<file path="src/rtl/pkey_pkg.sv">
package pkey_pkg;
  localparam int ERR_W      = 16;
  localparam int ERR_PRESENT = 0;
  localparam int ERR_WRITE   = 1;
  localparam int ERR_USER    = 2;
  localparam int ERR_PKEY    = 5;

  typedef enum logic [1:0] {
    KIND_READ   = 2'd0,
    KIND_WRITE  = 2'd1,
    KIND_FETCH  = 2'd2,
    KIND_FETCH2 = 2'd3
  } acc_kind_e;

  typedef struct packed {
    logic             allow;
    logic [ERR_W-1:0] err;
  } verdict_t;
endpackage

</file>
<file path="src/rtl/pkey_rights_reg.sv">
module pkey_rights_reg #(
  parameter int IDX_W    = 32,
  parameter int RIGHTS_W = 32
) (
  input  logic                clk,
  input  logic                rst,
  input  logic                cmd_valid,
  input  logic                cmd_write,
  input  logic [IDX_W-1:0]    cmd_index,
  input  logic [RIGHTS_W-1:0] cmd_wdata,
  output logic [RIGHTS_W-1:0] rights,
  output logic                rd_valid,
  output logic [RIGHTS_W-1:0] rd_data,
  output logic                bad_op
);
  logic                index_ok;
  logic [RIGHTS_W-1:0] rights_q;

  assign index_ok = (cmd_index == '0);
  assign rights   = rights_q;

  always_ff @(posedge clk) begin
    if (rst) begin
      rights_q <= '0;
      rd_valid <= 1'b0;
      rd_data  <= '0;
      bad_op   <= 1'b0;
    end else begin
      rd_valid <= 1'b0;
      bad_op   <= 1'b0;
      if (cmd_valid) begin
        if (!index_ok) begin
          bad_op <= 1'b1;
        end else if (cmd_write) begin
          rights_q <= cmd_wdata;
        end else begin
          rd_valid <= 1'b1;
          rd_data  <= rights_q;
        end
      end
    end
  end
endmodule

</file>
<file path="src/rtl/pkey_decide.sv">
module pkey_decide #(
  parameter int NKEYS = 16,
  localparam int KEY_W    = $clog2(NKEYS),
  localparam int RIGHTS_W = 2 * NKEYS
) (
  input  logic [RIGHTS_W-1:0] rights,
  input  logic [KEY_W-1:0]    key,
  input  logic [1:0]          kind,
  input  logic                user,
  input  logic                enable,
  output pkey_pkg::verdict_t  verdict
);
  import pkey_pkg::*;

  logic [NKEYS-1:0] no_access;
  logic [NKEYS-1:0] no_write;

  for (genvar k = 0; k < NKEYS; k++) begin : g_split
    assign no_access[k] = rights[2*k];
    assign no_write[k]  = rights[2*k+1];
  end

  logic is_fetch, is_write, sel_ad, sel_wd, deny;

  always_comb begin
    is_fetch = kind[1];
    is_write = (kind == KIND_WRITE);
    sel_ad   = no_access[key];
    sel_wd   = no_write[key];
    deny     = enable && user && !is_fetch && (sel_ad || (is_write && sel_wd));

    verdict.allow = !deny;
    verdict.err   = '0;
    if (deny) begin
      verdict.err[ERR_PRESENT] = 1'b1;
      verdict.err[ERR_WRITE]   = is_write;
      verdict.err[ERR_USER]    = user;
      verdict.err[ERR_PKEY]    = 1'b1;
    end
  end
endmodule

</file>
<file path="src/rtl/pkey_gate.sv">
module pkey_gate #(
  parameter int ENTRY_W = 64,
  parameter int CR_W    = 32,
  parameter int IDX_W   = 32,
  parameter int NKEYS   = 16,
  parameter int KEY_LSB = 59,
  parameter int EN_BIT  = 22,
  localparam int KEY_W    = $clog2(NKEYS),
  localparam int RIGHTS_W = 2 * NKEYS
) (
  input  logic                       clk,
  input  logic                       rst,
  input  logic                       cmd_valid,
  input  logic                       cmd_write,
  input  logic [IDX_W-1:0]           cmd_index,
  input  logic [RIGHTS_W-1:0]        cmd_wdata,
  output logic                       rd_valid,
  output logic [RIGHTS_W-1:0]        rd_data,
  output logic                       bad_op,
  input  logic                       acc_valid,
  input  logic [ENTRY_W-1:0]         acc_entry,
  input  logic [1:0]                 acc_kind,
  input  logic                       acc_user,
  input  logic [CR_W-1:0]            ctl_bits,
  output logic                       res_valid,
  output logic                       res_allow,
  output logic [pkey_pkg::ERR_W-1:0] res_err
);
  import pkey_pkg::*;

  logic [RIGHTS_W-1:0] rights;
  logic [KEY_W-1:0]    key;
  verdict_t            verdict;

  assign key = acc_entry[KEY_LSB +: KEY_W];

  pkey_rights_reg #(
    .IDX_W    (IDX_W),
    .RIGHTS_W (RIGHTS_W)
  ) u_regs (
    .clk       (clk),
    .rst       (rst),
    .cmd_valid (cmd_valid),
    .cmd_write (cmd_write),
    .cmd_index (cmd_index),
    .cmd_wdata (cmd_wdata),
    .rights    (rights),
    .rd_valid  (rd_valid),
    .rd_data   (rd_data),
    .bad_op    (bad_op)
  );

  pkey_decide #(
    .NKEYS (NKEYS)
  ) u_decide (
    .rights  (rights),
    .key     (key),
    .kind    (acc_kind),
    .user    (acc_user),
    .enable  (ctl_bits[EN_BIT]),
    .verdict (verdict)
  );

  always_ff @(posedge clk) begin
    if (rst) begin
      res_valid <= 1'b0;
      res_allow <= 1'b0;
      res_err   <= '0;
    end else begin
      res_valid <= acc_valid;
      res_allow <= acc_valid && verdict.allow;
      res_err   <= acc_valid ? verdict.err : '0;
    end
  end
endmodule

</file>
<file path="config.mk">
export PLATFORM = sky130hd
export DESIGN_NAME = pkey_gate
export DESIGN_NICKNAME = d
export VERILOG_FILES = /design/src/rtl/pkey_pkg.sv /design/src/rtl/pkey_rights_reg.sv /design/src/rtl/pkey_decide.sv /design/src/rtl/pkey_gate.sv
export SDC_FILE = /design/constraint.sdc
export NUM_CORES = 1
export LEC_CHECK = 0
export BUFFER_PORTS_ARGS = -buffer_cell sky130_fd_sc_hd__buf_2
export CORE_UTILIZATION = 48
export CTS_CLUSTER_DIAMETER = 60
export CTS_CLUSTER_SIZE = 24
export DETAILED_ROUTE_END_ITERATION = 7
export GPL_TIMING_DRIVEN = 0
export PLACE_DENSITY_LB_ADDON = 0.08
export SLEW_MARGIN = 20
export SYNTH_ARGS = -nofsm -noshare
export SYNTH_HDL_FRONTEND = slang
export SYNTH_HIERARCHICAL = 1
export SYNTH_SLANG_ARGS = --single-unit
</file>
<file path="constraint.sdc">
create_clock -name clk -period 2.75 [get_ports clk]
set_input_delay 0.275 -clock clk [delete_from_list [all_inputs] [get_ports clk]]
set_output_delay 0.275 -clock clk [all_outputs]
set_load 0.02 [all_outputs]
</file>
== Yosys cells after proc, flatten, opt, wreduce, memory -nomap -nowiden ==
Index checks and enable logic that the tools add are counted.

* Register bits after elaboration: 84
* Bits of input ports: 168
* Output and inout port bits: 52

* Order comparisons: 1
* Equality and inequality tests: 1
* Multiplexer cells: 8
* Bitwise gates (word level): 5
* Reduce and logical (&&, ||, !) cells: 15

{| class="wikitable"
|+ Operators with widths
! kind !! count
|-
| $logic_not 32->1 || 1
|-
| $bmux 1 s4 || 2
|-
| $mux 1 || 6
|-
| $reduce_and 3->1 || 2
|-
| $reduce_or 3->1 || 2
|-
| $logic_and 1x1->1 || 5
|-
| $lt 4x5->1 const B || 1
|-
| $not 1->1 || 5
|-
| $reduce_or 2->1 || 2
|-
| $eq 2x1->1 const B || 1
|-
| $logic_not 1->1 || 2
|-
| $logic_or 1x1->1 || 1
|}

== Logic depth before layout (Yosys ltp) ==
* Depth in word-level cells: 7
* Mapped depth: 7
* Gate-level depth less buffers: 5

== Cells and area by module ==
The synthesis kept the hierarchy.

{| class="wikitable"
|+ By module, submodules not included
! module !! instances !! cells each !! area an instance (um^2) !! sequential area each (um^2)
|-
| pkey_rights_reg || 1 || 259 || 2837.7 || 1321.3
|-
| pkey_gate || 1 || 38 || 538.0 || 360.3
|-
| pkey_decide || 1 || 46 || 469.2 || 0.0
|}

== Least setup slack after synthesis ==
Ideal clock, no wire load.

* Path kind: in2reg
* From: input port acc_entry[60]
* To: register res_err[5] (netlist bit)
* Arrival time: 1.860 ns
* Slack: 0.774 ns
* Stages: 7
* Cell sequence: buf_2 -> mux4_1 -> a2bb2oi_1 -> a311oi_2 -> a211oi_1 -> buf_4 -> and3b_1

{| class="wikitable"
|+ RTL lines
! element !! RTL line !! text
|-
| from (decl) || pkey_gate.sv:21 || <nowiki>input logic [ENTRY_W-1:0] acc_entry,</nowiki>
|-
| to (signal assigned) || pkey_gate.sv:72 || <nowiki>res_err <= acc_valid ? verdict.err : '0;</nowiki>
|-
| to (decl) || pkey_gate.sv:27 || <nowiki>output logic [pkey_pkg::ERR_W-1:0] res_err</nowiki>
|}

==> flow_results.xml <==
<?xml version="1.0" encoding="UTF-8"?>
<metrics>
  <group name="synthesis">
    <metric name="synth_top_area_cell" unit="">sky130_fd_sc_hd__dfxtp_1</metric>
    <metric name="fraction_of_post_synthesis_cell_area_in_the_top_cell_type_by_area" unit="%">43.74</metric>
    <metric name="number_of_warnings_issued_by_yosys" unit="">6</metric>
    <metric name="synth.ff_latch_count" unit="">84</metric>
    <metric name="sequential_element_share_of_the_synthesized_area" unit="%">43.74</metric>
    <metric name="synth_cell_types" unit="">32</metric>
    <metric name="post_synth_main_area_contributors" unit="">sky130_fd_sc_hd__dfxtp_1, sky130_fd_sc_hd__mux2i_1, sky130_fd_sc_hd__nand2b_1</metric>
    <metric name="post_synth.cell_area_avg" unit="um2">11.21</metric>
    <metric name="synth_cells" unit="">343</metric>
    <metric name="post_synth_instance_area" unit="um2">3845</metric>
  </group>
  <group name="clocking">
    <metric name="cts_resized" unit="">0</metric>
    <metric name="cts.sink_count" unit="">84</metric>
    <metric name="cts_root_buf" unit="">sky130_fd_sc_hd__clkbuf_8</metric>
    <metric name="clock_tree_from_tritoncts" unit="">done</metric>
    <metric name="cts_hold_buffers" unit="">0</metric>
    <metric name="cts-buffers-inserted" unit="">9</metric>
    <metric name="clkTransAtPathRegs" unit="ps">80</metric>
    <metric name="max-clock-path-buffers" unit="">2</metric>
    <metric name="post-cts-setup-buffer-count" unit="">0</metric>
    <metric name="worst_skew_pair.late_latency" unit="ps">340</metric>
    <metric name="h_tree_lvls" unit="">3</metric>
  </group>
  <group name="cells_and_area">
    <metric name="multi_input_area" unit="um2">1941</metric>
    <metric name="regArea" unit="um2">1682</metric>
    <metric name="flow.area_growth_from_synthesis" unit="%">26.91</metric>
    <metric name="fin_cells" unit="">598</metric>
    <metric name="fillCellCount" unit="">673</metric>
    <metric name="antenna_cells" unit="">0</metric>
    <metric name="layout-drive-gt1-share" unit="%">36.69</metric>
    <metric name="finish.net_count" unit="">659</metric>
  </group>
  <group name="detailed_routing">
    <metric name="finalWirelength" unit="mm">8.107</metric>
    <metric name="route.detailed.vias_per_inst" unit="">4.709</metric>
    <metric name="initialDrtViolationCount" unit="">106</metric>
    <metric name="drt.antenna.violating_nets" unit="">0</metric>
    <metric name="met2_wirelength" unit="mm">3.734</metric>
    <metric name="dr.pass1.iters" unit="">4</metric>
    <metric name="post_drt_wl_per_cell" unit="um">13.56</metric>
    <metric name="drcViolationCount" unit="">0</metric>
    <metric name="top_signal_layer_used" unit="">met4</metric>
    <metric name="met3_length" unit="um">542</metric>
    <metric name="wirelength_met1" unit="mm">3.717</metric>
    <metric name="vias" unit="">2816</metric>
  </group>
  <group name="placed_design">
    <metric name="placed_cells_incl_taps" unit="">582</metric>
    <metric name="port-buffer-count" unit="">126</metric>
    <metric name="pre_cts_ws" unit="ps">475.7</metric>
    <metric name="place.gp.congestion" unit="">0.7034</metric>
    <metric name="dp_hpwl" unit="mm">6.271</metric>
  </group>
  <group name="sta">
    <metric name="skew" unit="ps">8.987</metric>
    <metric name="min_period_over_period" unit="%">72.22</metric>
    <metric name="fmax" unit="GHz">0.5035</metric>
    <metric name="totalNegativeSetupSlack" unit="ps">0</metric>
    <metric name="rsz0062_at_grt" unit="">false</metric>
    <metric name="report.final.slew_viol_count" unit="">0</metric>
    <metric name="clock_period_minus_final_worst_setup_slack" unit="ps">1986</metric>
    <metric name="worst-slew-pin-transition" unit="ps">557.4</metric>
    <metric name="timing.max_slew.rel_slack" unit="%">62.56</metric>
    <metric name="hold_viol_final" unit="">0</metric>
    <metric name="setup_ws" unit="ps">763.8</metric>
    <metric name="setup_viol" unit="">0</metric>
  </group>
  <group name="power">
    <metric name="pwr-share-clk" unit="%">41.3</metric>
    <metric name="power.share.sequential" unit="%">50.6</metric>
    <metric name="swShare" unit="%">21.03</metric>
    <metric name="pwr-share-comb" unit="%">8.1</metric>
    <metric name="p_leak" unit="nW">2.145</metric>
    <metric name="power-per-cell-area" unit="nW/um2">496.9</metric>
    <metric name="internal_power" unit="W">0.001915</metric>
    <metric name="total_power" unit="W">0.002425</metric>
    <metric name="ir_worst_vdd" unit="V">0.0002706</metric>
    <metric name="switching_power" unit="W">0.0005099</metric>
  </group>
  <group name="global_routing">
    <metric name="grt_start_max_net_pins" unit="">18</metric>
    <metric name="grt_overflow" unit="">0</metric>
    <metric name="grt_first_pass_wirelength" unit="mm">13.66</metric>
    <metric name="first_global_vias" unit="">2903</metric>
    <metric name="antenna_found_initial" unit="">0</metric>
    <metric name="global_route.usage.total" unit="%">21.00</metric>
  </group>
  <group name="floorplan">
    <metric name="top_level_ports" unit="">220</metric>
    <metric name="die_h" unit="um">91.50</metric>
    <metric name="die_w" unit="um">91.50</metric>
    <metric name="die_area" unit="um2">8372</metric>
    <metric name="floorplan.initialDensity" unit="%">49.76</metric>
    <metric name="rows" unit="">32</metric>
    <metric name="core_area" unit="um2">7727</metric>
  </group>
  <group name="critical_path">
    <metric name="setup.worst_path.class" unit="">flop to flop</metric>
    <metric name="required" unit="ps">2980</metric>
    <metric name="crit_path_max_fanout" unit="">4</metric>
    <metric name="wp_data_arrival" unit="ps">2220</metric>
    <metric name="setup.worst_path.start_class" unit="">flop</metric>
    <metric name="worstSetupEndpointType" unit="">flop</metric>
  </group>
  <group name="outcome">
    <metric name="outcome" unit="">complete, no violations</metric>
  </group>
  <group name="min_path">
    <metric name="worst_hold_path_type" unit="">primary input to flop</metric>
  </group>
  <group name="job">
    <metric name="max_cap_viol_count" unit="">0</metric>
  </group>
</metrics>
==> cell type report <==
cell class                      instances  area share [%]
Tap cell                              102           2.615
Buffer                                 35           5.179
Sequential cell                        84           34.46
Timing Repair Buffer                  126           12.92
Inverter                                3          0.2308
Clock inverter                          4           1.436
Clock buffer                           12           3.385
Multi-Input combinational cell        232           39.77
==> placed cells by master, fill, tap and decap left out <==
master / n
sky130_fd_sc_hd__a2111oi_1: 1
sky130_fd_sc_hd__a211o_1: 1
sky130_fd_sc_hd__a211oi_1: 2
sky130_fd_sc_hd__a2bb2oi_1: 1
sky130_fd_sc_hd__a311oi_2: 1
sky130_fd_sc_hd__and2_4: 1
sky130_fd_sc_hd__and2b_2: 1
sky130_fd_sc_hd__and3b_1: 17
sky130_fd_sc_hd__buf_2: 127
sky130_fd_sc_hd__buf_4: 14
sky130_fd_sc_hd__buf_6: 9
sky130_fd_sc_hd__bufinv_16: 2
sky130_fd_sc_hd__clkbuf_1: 11
sky130_fd_sc_hd__clkbuf_8: 12
sky130_fd_sc_hd__clkinv_2: 2
sky130_fd_sc_hd__conb_1: 12
sky130_fd_sc_hd__dfxtp_1: 84
sky130_fd_sc_hd__inv_1: 3
sky130_fd_sc_hd__mux2_2: 3
sky130_fd_sc_hd__mux2_4: 1
sky130_fd_sc_hd__mux2i_1: 71
sky130_fd_sc_hd__mux4_1: 3
sky130_fd_sc_hd__mux4_2: 2
sky130_fd_sc_hd__nand2b_1: 97
sky130_fd_sc_hd__nand3_1: 1
sky130_fd_sc_hd__nand3b_1: 1
sky130_fd_sc_hd__nand4_1: 1
sky130_fd_sc_hd__nand4_2: 1
sky130_fd_sc_hd__nor2_1: 1
sky130_fd_sc_hd__nor2b_1: 1
sky130_fd_sc_hd__nor3_1: 1
sky130_fd_sc_hd__nor4_1: 4
sky130_fd_sc_hd__nor4_2: 3
sky130_fd_sc_hd__nor4_4: 3
sky130_fd_sc_hd__nor4b_1: 1
==> state kept, by name (all words and copies together) (netlist names) <==
signal,cells
res_valid,1
res_err,16
u_regs/rd_valid,1
u_regs/rd_data,32
res_allow,1
u_regs/bad_op,1
u_regs/rights,32
==> power by group through the flow <==
| stage | Combinational [W] | Clock, W | Sequential [W] |
|---|---|---|---|
| floorplan | 0.0000949 | 0 | 0.00127 |
| global placement | 0.000196 | 0 | 0.00126 |
| detailed placement | 0.000197 | 0 | 0.00126 |
| CTS | 0.000197 | 0.00103 | 0.00123 |
| global route | 0.000217 | 0.00108 | 0.00123 |
| finish | 0.000197 | 0.00100 | 0.00123 |
==> per-layer routing <==
layer  vias up  global-route usage (%)
li1       1450                       -
met3         9                   6.114
met1      1276                   26.36
met5         -                       0
met4         0                   7.672
met2        81                   34.09
==> through the flow <==
step                utilization, %  cell area [um2]  hold WS (ps)
CTS                          63.15             4880         145.5
finish                       63.15             4880         161.9
detailed placement           60.10             4644         457.8
floorplan                        -             3886         351.7
global route                 63.15             4880         154.3
global placement             60.10             4644         456.5
==> logic make-up (layout without fill, tap and decap cells) <==
kind of cell	after synthesis	count (layout)	synth area share (%)
multiplexers	80	80	22.97
AND/OR/NAND/NOR	134	134	24.83
flip-flops	84	84	43.74
AO/OA/AOI/OAI	6	6	1.497
other	1	12	0.09753
buffers and inverters	38	180	6.866
==> Yosys cell counts <==
cell                        instances
sky130_fd_sc_hd__nor3_1             1
sky130_fd_sc_hd__nor4_2             3
sky130_fd_sc_hd__mux2i_1           71
sky130_fd_sc_hd__clkbuf_1          11
sky130_fd_sc_hd__mux2_2             3
sky130_fd_sc_hd__inv_1              3
sky130_fd_sc_hd__nor4b_1            1
sky130_fd_sc_hd__mux2_4             1
sky130_fd_sc_hd__mux4_2             2
sky130_fd_sc_hd__nor2_1             1
sky130_fd_sc_hd__nand3_1            1
sky130_fd_sc_hd__a211oi_1           2
sky130_fd_sc_hd__a2bb2oi_1          1
sky130_fd_sc_hd__buf_6              9
sky130_fd_sc_hd__nor2b_1            1
sky130_fd_sc_hd__buf_2              1
sky130_fd_sc_hd__nor4_4             3
sky130_fd_sc_hd__and2b_2            1
sky130_fd_sc_hd__nand2b_1          97
sky130_fd_sc_hd__conb_1             1
sky130_fd_sc_hd__and2_4             1
sky130_fd_sc_hd__and3b_1           17
sky130_fd_sc_hd__a311oi_2           1
sky130_fd_sc_hd__nand4_1            1
sky130_fd_sc_hd__buf_4             14
sky130_fd_sc_hd__dfxtp_1           84
sky130_fd_sc_hd__a211o_1            1
sky130_fd_sc_hd__mux4_1             3
sky130_fd_sc_hd__nand3b_1           1
sky130_fd_sc_hd__a2111oi_1          1
sky130_fd_sc_hd__nor4_1             4
sky130_fd_sc_hd__nand4_2            1
==> worst paths after layout <==
path	from	endpoint	slack, ps	cells past startpoint
setup / recovery	u_regs/rights[12]	res_err[0]	760	6
setup reg to reg	u_regs/rights[12]	res_err[0]	760	6
hold reg to reg	u_regs/rd_data[11]	u_regs/rd_data[11]	470	2
hold / removal	cmd_write	u_regs/rd_valid	160	2
==> worst max-delay path, stage by stage (launching register included) <==
cell and delay, ps:
sky130_fd_sc_hd__dfxtp_1 330, sky130_fd_sc_hd__mux2_2 270, sky130_fd_sc_hd__mux4_2 470, sky130_fd_sc_hd__a311oi_2 390, sky130_fd_sc_hd__a211oi_1 120, sky130_fd_sc_hd__buf_4 150, sky130_fd_sc_hd__and3b_1 150
Note: power is estimated with default switching activity, not from simulation.
